`config.mk`:
```
export PLATFORM = sky130hd
export DESIGN_NAME = entropy_health_mon
export DESIGN_NICKNAME = d
export VERILOG_FILES = /design/src/rtl/ehm_pkg.sv /design/src/rtl/ehm_rep_test.sv /design/src/rtl/ehm_trn_test.sv /design/src/rtl/ehm_apt_test.sv /design/src/rtl/entropy_health_mon.sv
export SDC_FILE = /design/constraint.sdc
export NUM_CORES = 1
export LEC_CHECK = 0
export ABC_AREA = 1
export BUFFER_PORTS_ARGS = -buffer_cell sky130_fd_sc_hd__buf_2
export CORE_ASPECT_RATIO = 1.2
export CORE_MARGIN = 8
export CORE_UTILIZATION = 45
export CTS_CLUSTER_SIZE = 30
export DETAILED_ROUTE_END_ITERATION = 12
export PLACE_DENSITY = 0.64
export RECOVER_POWER = 100
export SYNTH_ARGS = -nofsm -noshare
export SYNTH_HDL_FRONTEND = slang
export SYNTH_HIERARCHICAL = 1
export SYNTH_SLANG_ARGS = --single-unit
```
`constraint.sdc`:
```
create_clock -name clk -period 1.6 [get_ports clk]
set_input_delay 0.08 -clock clk [delete_from_list [all_inputs] [get_ports clk]]
set_output_delay 0.08 -clock clk [all_outputs]
set_load 0.005 [all_outputs]
```
`src/rtl/ehm_pkg.sv`:
```
package ehm_pkg;

  typedef enum logic [1:0] {
    PH_STARTUP = 2'd0,
    PH_PASSED  = 2'd1,
    PH_FAILED  = 2'd2
  } phase_e;

  // Next length of a run: grows by one when extended (saturating at cap),
  // otherwise restarts at base.
  function automatic int unsigned run_next(int unsigned cur, logic extend,
                                           int unsigned base, int unsigned cap);
    if (!extend) return base;
    if (cur >= cap) return cap;
    return cur + 1;
  endfunction

  // True when a counter value breaks its limit.
  function automatic logic over_limit(int unsigned value, int unsigned limit);
    return value > limit;
  endfunction

endpackage

```
`src/rtl/ehm_rep_test.sv`:
```
module ehm_rep_test
  import ehm_pkg::*;
#(
  parameter int unsigned LIMIT = 42
) (
  input  logic clk,
  input  logic rst_n,
  input  logic clr,
  input  logic vld,
  input  logic bit_in,
  input  logic prev_bit,
  input  logic have_prev,
  output logic hit
);
  localparam int unsigned CAP = LIMIT + 1;
  localparam int W = $clog2(CAP + 1);

  logic [W-1:0] run_q, run_d;

  always_comb begin
    run_d = W'(run_next(32'(run_q), have_prev && (bit_in == prev_bit), 1, CAP));
    hit   = vld && over_limit(32'(run_d), LIMIT);
  end

  always_ff @(posedge clk or negedge rst_n) begin
    if (!rst_n)   run_q <= '0;
    else if (clr) run_q <= '0;
    else if (vld) run_q <= run_d;
  end
endmodule

```
`src/rtl/ehm_trn_test.sv`:
```
module ehm_trn_test
  import ehm_pkg::*;
#(
  parameter int unsigned LIMIT = 32
) (
  input  logic clk,
  input  logic rst_n,
  input  logic clr,
  input  logic vld,
  input  logic bit_in,
  input  logic prev_bit,
  input  logic have_prev,
  output logic hit
);
  localparam int unsigned CAP = LIMIT + 1;
  localparam int W = $clog2(CAP + 1);

  logic [W-1:0] alt_q, alt_d;

  always_comb begin
    alt_d = W'(run_next(32'(alt_q), have_prev && (bit_in != prev_bit), 0, CAP));
    hit   = vld && over_limit(32'(alt_d), LIMIT);
  end

  always_ff @(posedge clk or negedge rst_n) begin
    if (!rst_n)   alt_q <= '0;
    else if (clr) alt_q <= '0;
    else if (vld) alt_q <= alt_d;
  end
endmodule

```
`src/rtl/ehm_apt_test.sv`:
```
module ehm_apt_test
  import ehm_pkg::*;
#(
  parameter int unsigned WIN   = 1024,
  parameter int unsigned LIMIT = 711
) (
  input  logic clk,
  input  logic rst_n,
  input  logic clr,
  input  logic vld,
  input  logic bit_in,
  output logic hit,
  output logic win_end
);
  localparam int PW = $clog2(WIN);
  localparam int unsigned CAP = LIMIT + 1;
  localparam int CW = $clog2(CAP + 1);

  logic [PW-1:0] pos_q;
  logic          ref_q;
  logic [CW-1:0] cnt_q, cnt_d;
  logic          first;

  always_comb begin
    first   = (pos_q == '0);
    win_end = vld && (pos_q == PW'(WIN - 1));
    if (first) cnt_d = CW'(1);
    else       cnt_d = CW'(run_next(32'(cnt_q), bit_in == ref_q, 32'(cnt_q), CAP));
    hit = vld && over_limit(32'(cnt_d), LIMIT);
  end

  always_ff @(posedge clk or negedge rst_n) begin
    if (!rst_n) begin
      pos_q <= '0;
      ref_q <= 1'b0;
      cnt_q <= '0;
    end else if (clr) begin
      pos_q <= '0;
      ref_q <= 1'b0;
      cnt_q <= '0;
    end else if (vld) begin
      pos_q <= win_end ? '0 : pos_q + 1'b1;
      if (first) ref_q <= bit_in;
      cnt_q <= cnt_d;
    end
  end
endmodule

```
`src/rtl/entropy_health_mon.sv`:
```
module entropy_health_mon
  import ehm_pkg::*;
#(
  parameter int unsigned REP_LIMIT       = 42,
  parameter int unsigned APT_WIN         = 1024,
  parameter int unsigned APT_LIMIT       = 711,
  parameter int unsigned TRN_LIMIT       = 32,
  parameter int unsigned STARTUP_WINDOWS = 1
) (
  input  logic clk,
  input  logic rst_n,
  input  logic restart,
  input  logic sample_vld,
  input  logic sample_bit,
  output logic startup_done,
  output logic startup_fail,
  output logic cont_fail
);
  localparam int WCW = $clog2(STARTUP_WINDOWS + 1);

  logic   prev_q, have_prev_q;
  logic   rep_hit, trn_hit, apt_hit, win_end;
  logic   any_hit, startup_last;
  phase_e phase_q;
  logic   cont_q;
  logic [WCW-1:0] win_cnt_q;

  ehm_rep_test #(.LIMIT(REP_LIMIT)) u_rep (
    .clk(clk), .rst_n(rst_n), .clr(restart), .vld(sample_vld),
    .bit_in(sample_bit), .prev_bit(prev_q), .have_prev(have_prev_q),
    .hit(rep_hit)
  );

  ehm_trn_test #(.LIMIT(TRN_LIMIT)) u_trn (
    .clk(clk), .rst_n(rst_n), .clr(restart), .vld(sample_vld),
    .bit_in(sample_bit), .prev_bit(prev_q), .have_prev(have_prev_q),
    .hit(trn_hit)
  );

  ehm_apt_test #(.WIN(APT_WIN), .LIMIT(APT_LIMIT)) u_apt (
    .clk(clk), .rst_n(rst_n), .clr(restart), .vld(sample_vld),
    .bit_in(sample_bit), .hit(apt_hit), .win_end(win_end)
  );

  assign any_hit      = rep_hit | trn_hit | apt_hit;
  assign startup_last = win_end && (win_cnt_q == WCW'(STARTUP_WINDOWS - 1));

  always_ff @(posedge clk or negedge rst_n) begin
    if (!rst_n) begin
      prev_q      <= 1'b0;
      have_prev_q <= 1'b0;
    end else if (restart) begin
      prev_q      <= 1'b0;
      have_prev_q <= 1'b0;
    end else if (sample_vld) begin
      prev_q      <= sample_bit;
      have_prev_q <= 1'b1;
    end
  end

  always_ff @(posedge clk or negedge rst_n) begin
    if (!rst_n) begin
      phase_q   <= PH_STARTUP;
      cont_q    <= 1'b0;
      win_cnt_q <= '0;
    end else if (restart) begin
      phase_q   <= PH_STARTUP;
      cont_q    <= 1'b0;
      win_cnt_q <= '0;
    end else if (sample_vld) begin
      case (phase_q)
        PH_STARTUP: begin
          if (any_hit)           phase_q <= PH_FAILED;
          else if (startup_last) phase_q <= PH_PASSED;
          if (win_end && !startup_last) win_cnt_q <= win_cnt_q + 1'b1;
        end
        PH_PASSED: if (any_hit) cont_q <= 1'b1;
        default: ;
      endcase
    end
  end

  assign startup_done = (phase_q == PH_PASSED);
  assign startup_fail = (phase_q == PH_FAILED);
  assign cont_fail    = cont_q;
endmodule

```
## Word level (Yosys, flattened, before mapping)

Cells that the tools add are included.

| word-level totals | value |
|---|---|
| register bits | 39 |
| output and inout port bits | 3 |
| word-level logic and storage cells | 102 |

| operators by class | value |
|---|---|
| eq/ne operators | 6 |
| order comparisons | 6 |
| bitwise operators | 3 |
| reductions and logical operators | 22 |
| add/sub/neg operators | 5 |
| multiplexer cells | 50 |

Operators by type and width:

| kind | count |
|---|---|
| $mux 10 | 10 |
| $mux 6 | 10 |
| $mux 1 | 25 |
| $add 10x1->10 const B | 2 |
| $add 6x1->6 const B | 2 |
| $ge 6x6->1 const B | 2 |
| $gt 6x6->1 const B | 2 |
| $reduce_bool 2->1 | 6 |
| $eq 10x10->1 const B | 1 |
| $ge 10x10->1 const B | 1 |
| $gt 10x10->1 const B | 1 |
| $logic_not 10->1 | 1 |
| $mux 2 | 5 |
| $reduce_and 3->1 | 3 |
| $logic_and 1x1->1 | 8 |
| $reduce_bool 3->1 | 1 |
| $eq 1x1->1 | 2 |
| $eq 2x1->1 const B | 1 |
| $eq 2x2->1 const B | 1 |
| $logic_not 2->1 | 1 |
| $or 1x1->1 | 2 |
| $reduce_and 2->1 | 1 |
| $add 1x1->1 const B | 1 |
| $logic_not 1->1 | 1 |
| other kinds (2) | 2 |

## Longest topological paths before layout

| depth | value |
|---|---|
| word-level depth | 15 |
| gate-level depth with buffers | 16 |
| depth with buffers taken out | 16 |

## By module

Netlist, hierarchy kept.

By module, submodules not included:

| module | area an instance (µm²) | cells each | instances |
|---|---|---|---|
| ehm_apt_test | 1430.1 | 201 | 1 |
| ehm_trn_test | 425.4 | 56 | 1 |
| ehm_rep_test | 420.4 | 57 | 1 |
| entropy_health_mon | 309.0 | 40 | 1 |

## Worst setup path after synthesis

No wires, ideal clock.

| timing path | value |
|---|---|
| kind | reg-to-reg |
| from | register u_rep.run_q[0] |
| to | register phase_q[0] |
| path slack | -0.079 ns |
| data required time | 1.482 ns |
| path buffers | 0 |
| cell stages (with the launch flop) | 14 |
| period minus slack after synthesis | 1.679 ns |
| setup time | 0.118 ns |
| arrival time | 1.561 ns |
| path through | dfrtp_1 ha_1 o21ai_2 nand2_2 a21oi_2 nand2_1 nand2_1 nand2_1 a21oi_2 nor2_1 nand2_1 inv_1 nand4_1 nand2_1 |

| between the ends | value |
|---|---|
| word-level cells in the longest chain between the ends | 13 |

RTL lines:

| item | RTL line | text |
|---|---|---|
| start, declared | ehm_rep_test.sv:18 | `logic [W-1:0] run_q, run_d;` |
| start signal, assigned | ehm_rep_test.sv:28 | `else if (vld) run_q <= run_d;` |
| $ge 6x6->1 | ehm_pkg.sv:14 | `if (cur >= cap) return cap;` |
| $mux 1 (2 in series) | ehm_pkg.sv:14 |  |
| $mux 6 * | ehm_pkg.sv:15 | `return cur + 1;` |
| $mux 6 * | ehm_pkg.sv:14 |  |
| $gt 6x6->1 * | ehm_pkg.sv:20 | `return value > limit;` |
| $logic_and 1x1->1 * | ehm_rep_test.sv:22 | `hit = vld && over_limit(32'(run_d), LIMIT);` |
| net rep_hit | entropy_health_mon.sv:22 | `logic rep_hit, trn_hit, apt_hit, win_end;` |
| $or 1x1->1 * (2 in series) | entropy_health_mon.sv:45 | `assign any_hit = rep_hit \| trn_hit \| apt_hit;` |
| $mux 2 | entropy_health_mon.sv:73 | `if (any_hit) phase_q <= PH_FAILED;` |
| $mux 2 | entropy_health_mon.sv:71 | `case (phase_q)` |
| $mux 2 | entropy_health_mon.sv:70 | `end else if (sample_vld) begin` |
| $mux 2 | entropy_health_mon.sv:66 | `end else if (restart) begin` |
| end signal, assigned | entropy_health_mon.sv:67 | `phase_q <= PH_STARTUP;` |
| end signal, assigned | entropy_health_mon.sv:73 |  |
| end signal, assigned | entropy_health_mon.sv:74 | `else if (startup_last) phase_q <= PH_PASSED;` |
| end, declared | entropy_health_mon.sv:24 | `phase_e phase_q;` |

Mark *: on every way through the listed nets, which the timed path passes. The rest lies on a longest branch. The select of a mux whose other input is x is not followed.
A chain may end at the register's enable or synchronous reset.

## Worst setup path in the final report

| timing path | value |
|---|---|
| from | register u_trn.alt_q[1] |
| to | register phase_q[0] |

| between the ends | value |
|---|---|
| word-level cells in the longest chain between the ends | 13 |

RTL lines:

| item | RTL line | text |
|---|---|---|
| start, declared | ehm_trn_test.sv:18 | `logic [W-1:0] alt_q, alt_d;` |
| start signal, assigned | ehm_trn_test.sv:28 | `else if (vld) alt_q <= alt_d;` |
| $ge 6x6->1 | ehm_pkg.sv:14 |  |
| $mux 1 (2 in series) | ehm_pkg.sv:14 |  |
| $mux 6 * | ehm_pkg.sv:15 |  |
| $mux 6 * | ehm_pkg.sv:14 |  |
| $gt 6x6->1 * | ehm_pkg.sv:20 |  |
| $logic_and 1x1->1 * | ehm_trn_test.sv:22 | `hit = vld && over_limit(32'(alt_d), LIMIT);` |
| net trn_hit | entropy_health_mon.sv:22 |  |
| $or 1x1->1 * (2 in series) | entropy_health_mon.sv:45 |  |
| $mux 2 | entropy_health_mon.sv:73 |  |
| $mux 2 | entropy_health_mon.sv:71 |  |
| $mux 2 | entropy_health_mon.sv:70 |  |
| $mux 2 | entropy_health_mon.sv:66 |  |

Marked as above.

==> flow_metrics.env <==
export IMPL_status="finished with violations"
export IMPL_violations="negative setup slack"
export IMPL_startpoint="u_trn/alt_q[1]"
export IMPL_cts_tree="done"
export IMPL_via_count=2594
export IMPL_cts_made_buffers=5
export IMPL_clock_latency_ps=290
export IMPL_grt_overflow=0
export IMPL_fillCellCount=495
export IMPL_grt_max_degree=40
export IMPL_initial_core_util_pct=46.2
export IMPL_yosysUniqueCellTypes=37
export IMPL_diodes=0
export IMPL_tightestPinTransition_ps=969
export IMPL_yosys_warnings=6
export IMPL_synth_top_area_share_pct=37.8
export IMPL_design_area_um2=3510
export IMPL_rr_worst_depth=16
export IMPL_criticalPathCategory="reg -> reg"
export IMPL_seq_area_frac_synth_pct=37.8
export IMPL_cts_max_path_buffers=2
export IMPL_post_drt_wl_per_cell_um=12.7
export IMPL_cp_max_fo=5
export IMPL_drive_gt1_share_pct=36.7
export IMPL_synth_commonest_cells="nand2_1, inv_1, nor2_1"
export IMPL_antenna_left=0
export IMPL_slew_violations=0
export IMPL_p_per_area_nw_per_um2=670
export IMPL_nets=454
export IMPL_port_buffers=7
export IMPL_crit_end="phase_q[0]"
export IMPL_cp_required_ps=1830
export IMPL_syn_inst=354
export IMPL_core_area_um2=5590
export IMPL_timing_final_crit_share_pct=115
export IMPL_max_freq_mhz=544
export IMPL_slew_limit_headroom_pct=35.4
export IMPL_crit_cells=16
export IMPL_dieArea_um2=8440
export IMPL_gp_congestion=0.849
export IMPL_cpPeakStageDelay_ps=400
export IMPL_synth_edf_count=0
export IMPL_syn_avg_cell_area_um2=7.30
export IMPL_worstSetupStartpointType="flip-flop"
export IMPL_clock_sinks=39
export IMPL_r2r_start="u_trn/alt_q[1]"
export IMPL_grtUsageTotal_pct=15.3
export IMPL_synth_area_leader_cell="dfrtp_1"
export IMPL_hold_viol=0
export IMPL_ios=8
export IMPL_rrSetupSlack_ps=-240
export IMPL_grt_pass1_vias=2495
export IMPL_final_setup_worst_slack_ps=-239
export IMPL_dp_hpwl_mm=4.66
export IMPL_drc=0
export IMPL_antenna_found_initial=0
export IMPL_htreeDepth=2
export IMPL_crit_path_end_kind="flip-flop"
export IMPL_die_w_um=85.2
export IMPL_r2r_end="phase_q[0]"
export IMPL_dieHeight_um=99.0
export IMPL_worst_ep_arrival_time_ps=2070
export IMPL_maxCapViolCount=0
export IMPL_viasPerCell=5.13
export IMPL_multiInputGateArea_um2=1510
export IMPL_cp_slowest_cell="dfrtp_1"
export IMPL_synth_ff_type="dfrtp_1"
export IMPL_synth_seq_cells=39
export IMPL_syn_area_um2=2580
export IMPL_first_iter_violations=95
export IMPL_fin_skew_ps=7.71
export IMPL_cts_clk_slew_worst_paths_ps=80
export IMPL_period_needed_ps=1840
export IMPL_async_flop_share_pct=100
export IMPL_clockRootBuffer="clkbuf_8"
export IMPL_power_total_w=0.00235
export IMPL_finalNonFillerCells=506
export IMPL_hp_class="in -> reg"
export IMPL_placed_area_um2=3170
export IMPL_grt_pass1_wl_mm=10.6
export IMPL_fp_row_count=30
export IMPL_synth_area_leaders="dfrtp_1, nand2_1, inv_1"
export IMPL_yosysMostFrequentCell="nand2_1"
export IMPL_firstDrtPassIters=4
export IMPL_syn_nets=367
export IMPL_cp_num_buf_inv=3
export IMPL_ff_latch_area_um2=977
export IMPL_cp_top_family="simple AND/OR/NAND/NOR gates"
export IMPL_dp_cells=485
export IMPL_drt_total_wl_mm=6.43
export IMPL_path_cells="inv_2 -> ha_4 -> inv_2 -> nor2_2 -> nand3_2 -> nand2_2 -> nand2_1 -> nand2_1 -> nand3_1 -> nor2_1 -> nor2_1 -> nor2_1 -> nand2_2 -> inv_1 -> nand4_1 -> nand2_1"
export IMPL_rsz0062_at_grt="true"
export IMPL_leakage_nw=1.74
export IMPL_syn2layout_area_growth_pct=35.7
export IMPL_setup_viol=7
export IMPL_vdd_ir_drop_max_mv=0.515
[logic make-up after synthesis]
group,Yosys count,share of synthesized area [%]
buf+inv,64,10.1
xor+xnor,8,2.71
fa+ha+maj,8,3.87
compound gates,47,11.2
flops,39,37.8
simple gates,188,34.4
[state kept, by name, summed over array words and instances, names as in the netlist]
signal       cells
u_apt/cnt_q     10
prev_q           1
u_apt/ref_q      1
u_rep/run_q      6
win_cnt_q        1
have_prev_q      1
u_trn/alt_q      6
phase_q          2
cont_fail        1
u_apt/pos_q     10
[worst min path at each step]
| stage | from | end | slack [ps] | cells after the start |
|---|---|---|---|---|
| after global routing | sample_bit | u_apt/ref_q | 140 | 3 |
| after global placement | rst_n | u_trn/alt_q[1] | 180 | 2 |
| final | sample_bit | u_apt/ref_q | 130 | 3 |
| after CTS | sample_bit | u_apt/ref_q | 120 | 3 |
| after detailed placement | rst_n | u_trn/alt_q[3] | 180 | 2 |
| after floorplan | rst_n | cont_fail | -220 | 0 |
[where the power goes]
part / total (W) / switching (W) / internal (W)
Combinational: 0.000631 / 0.000372 / 0.000259
Sequential: 0.00106 / 0.0000357 / 0.00103
Clock: 0.000655 / 0.000357 / 0.000299
Total: 0.00235 / 0.000764 / 0.00159
[final cells by class]
type	instances	share of cell area [%]
flip-flops and latches	39	27.9
clock buffers	5	1.96
repair buffers	83	17.2
inverters	61	7.13
multi-input cells	251	43.2
clock inverters	3	0.428
well taps	64	2.28
[metrics by stage]
stage	worst slack [ps]	hold slack, ps	setup TNS (ps)	util, %
CTS	-189	120	-533	58.9
detailed placement	-220	179	-612	56.6
finish	-239	133	-871	62.7
floorplan	-21.9	-216	-50.2	-
global placement	-186	180	-506	56.6
global route	-437	143	-2170	62.7
[worst min-delay path: cells and delay by family]
kind | cells | cell delay [ps]
AO/OA/AOI/OAI | 1 | 70
buffers and inverters | 2 | 230
[routing by layer]
metal	global-route usage [%]	share of wire (%)	up-vias
met4	4.95	1.7	0
met5	0	0	-
met2	27.2	52	47
met1	17.9	44	1214
met3	2.83	3.0	12
li1	-	-	1321
[cell usage in the layout, fill, tap and decap left out, drive strengths merged, types with 2 or more instances in the layout]
master	instances
nor3	4
o21a	2
or2	2
dfrtp	39
ha	8
nand4	8
o22ai	17
a21oi	10
nor2	50
nand2	93
buf	78
clkinv	4
o21ai	13
nand3	31
inv	59
xor2	7
clkbuf	9
[repair_timing]
item,4_1_cts,5_1_grt
setup endpoints to repair,3,14
endpoints found under the hold margin,39,0
pin swaps,7,23
buffers inserted,2,10
hold buffers,1,0
resized for setup,8,40
Note: power is estimated with default switching activity, not from simulation.
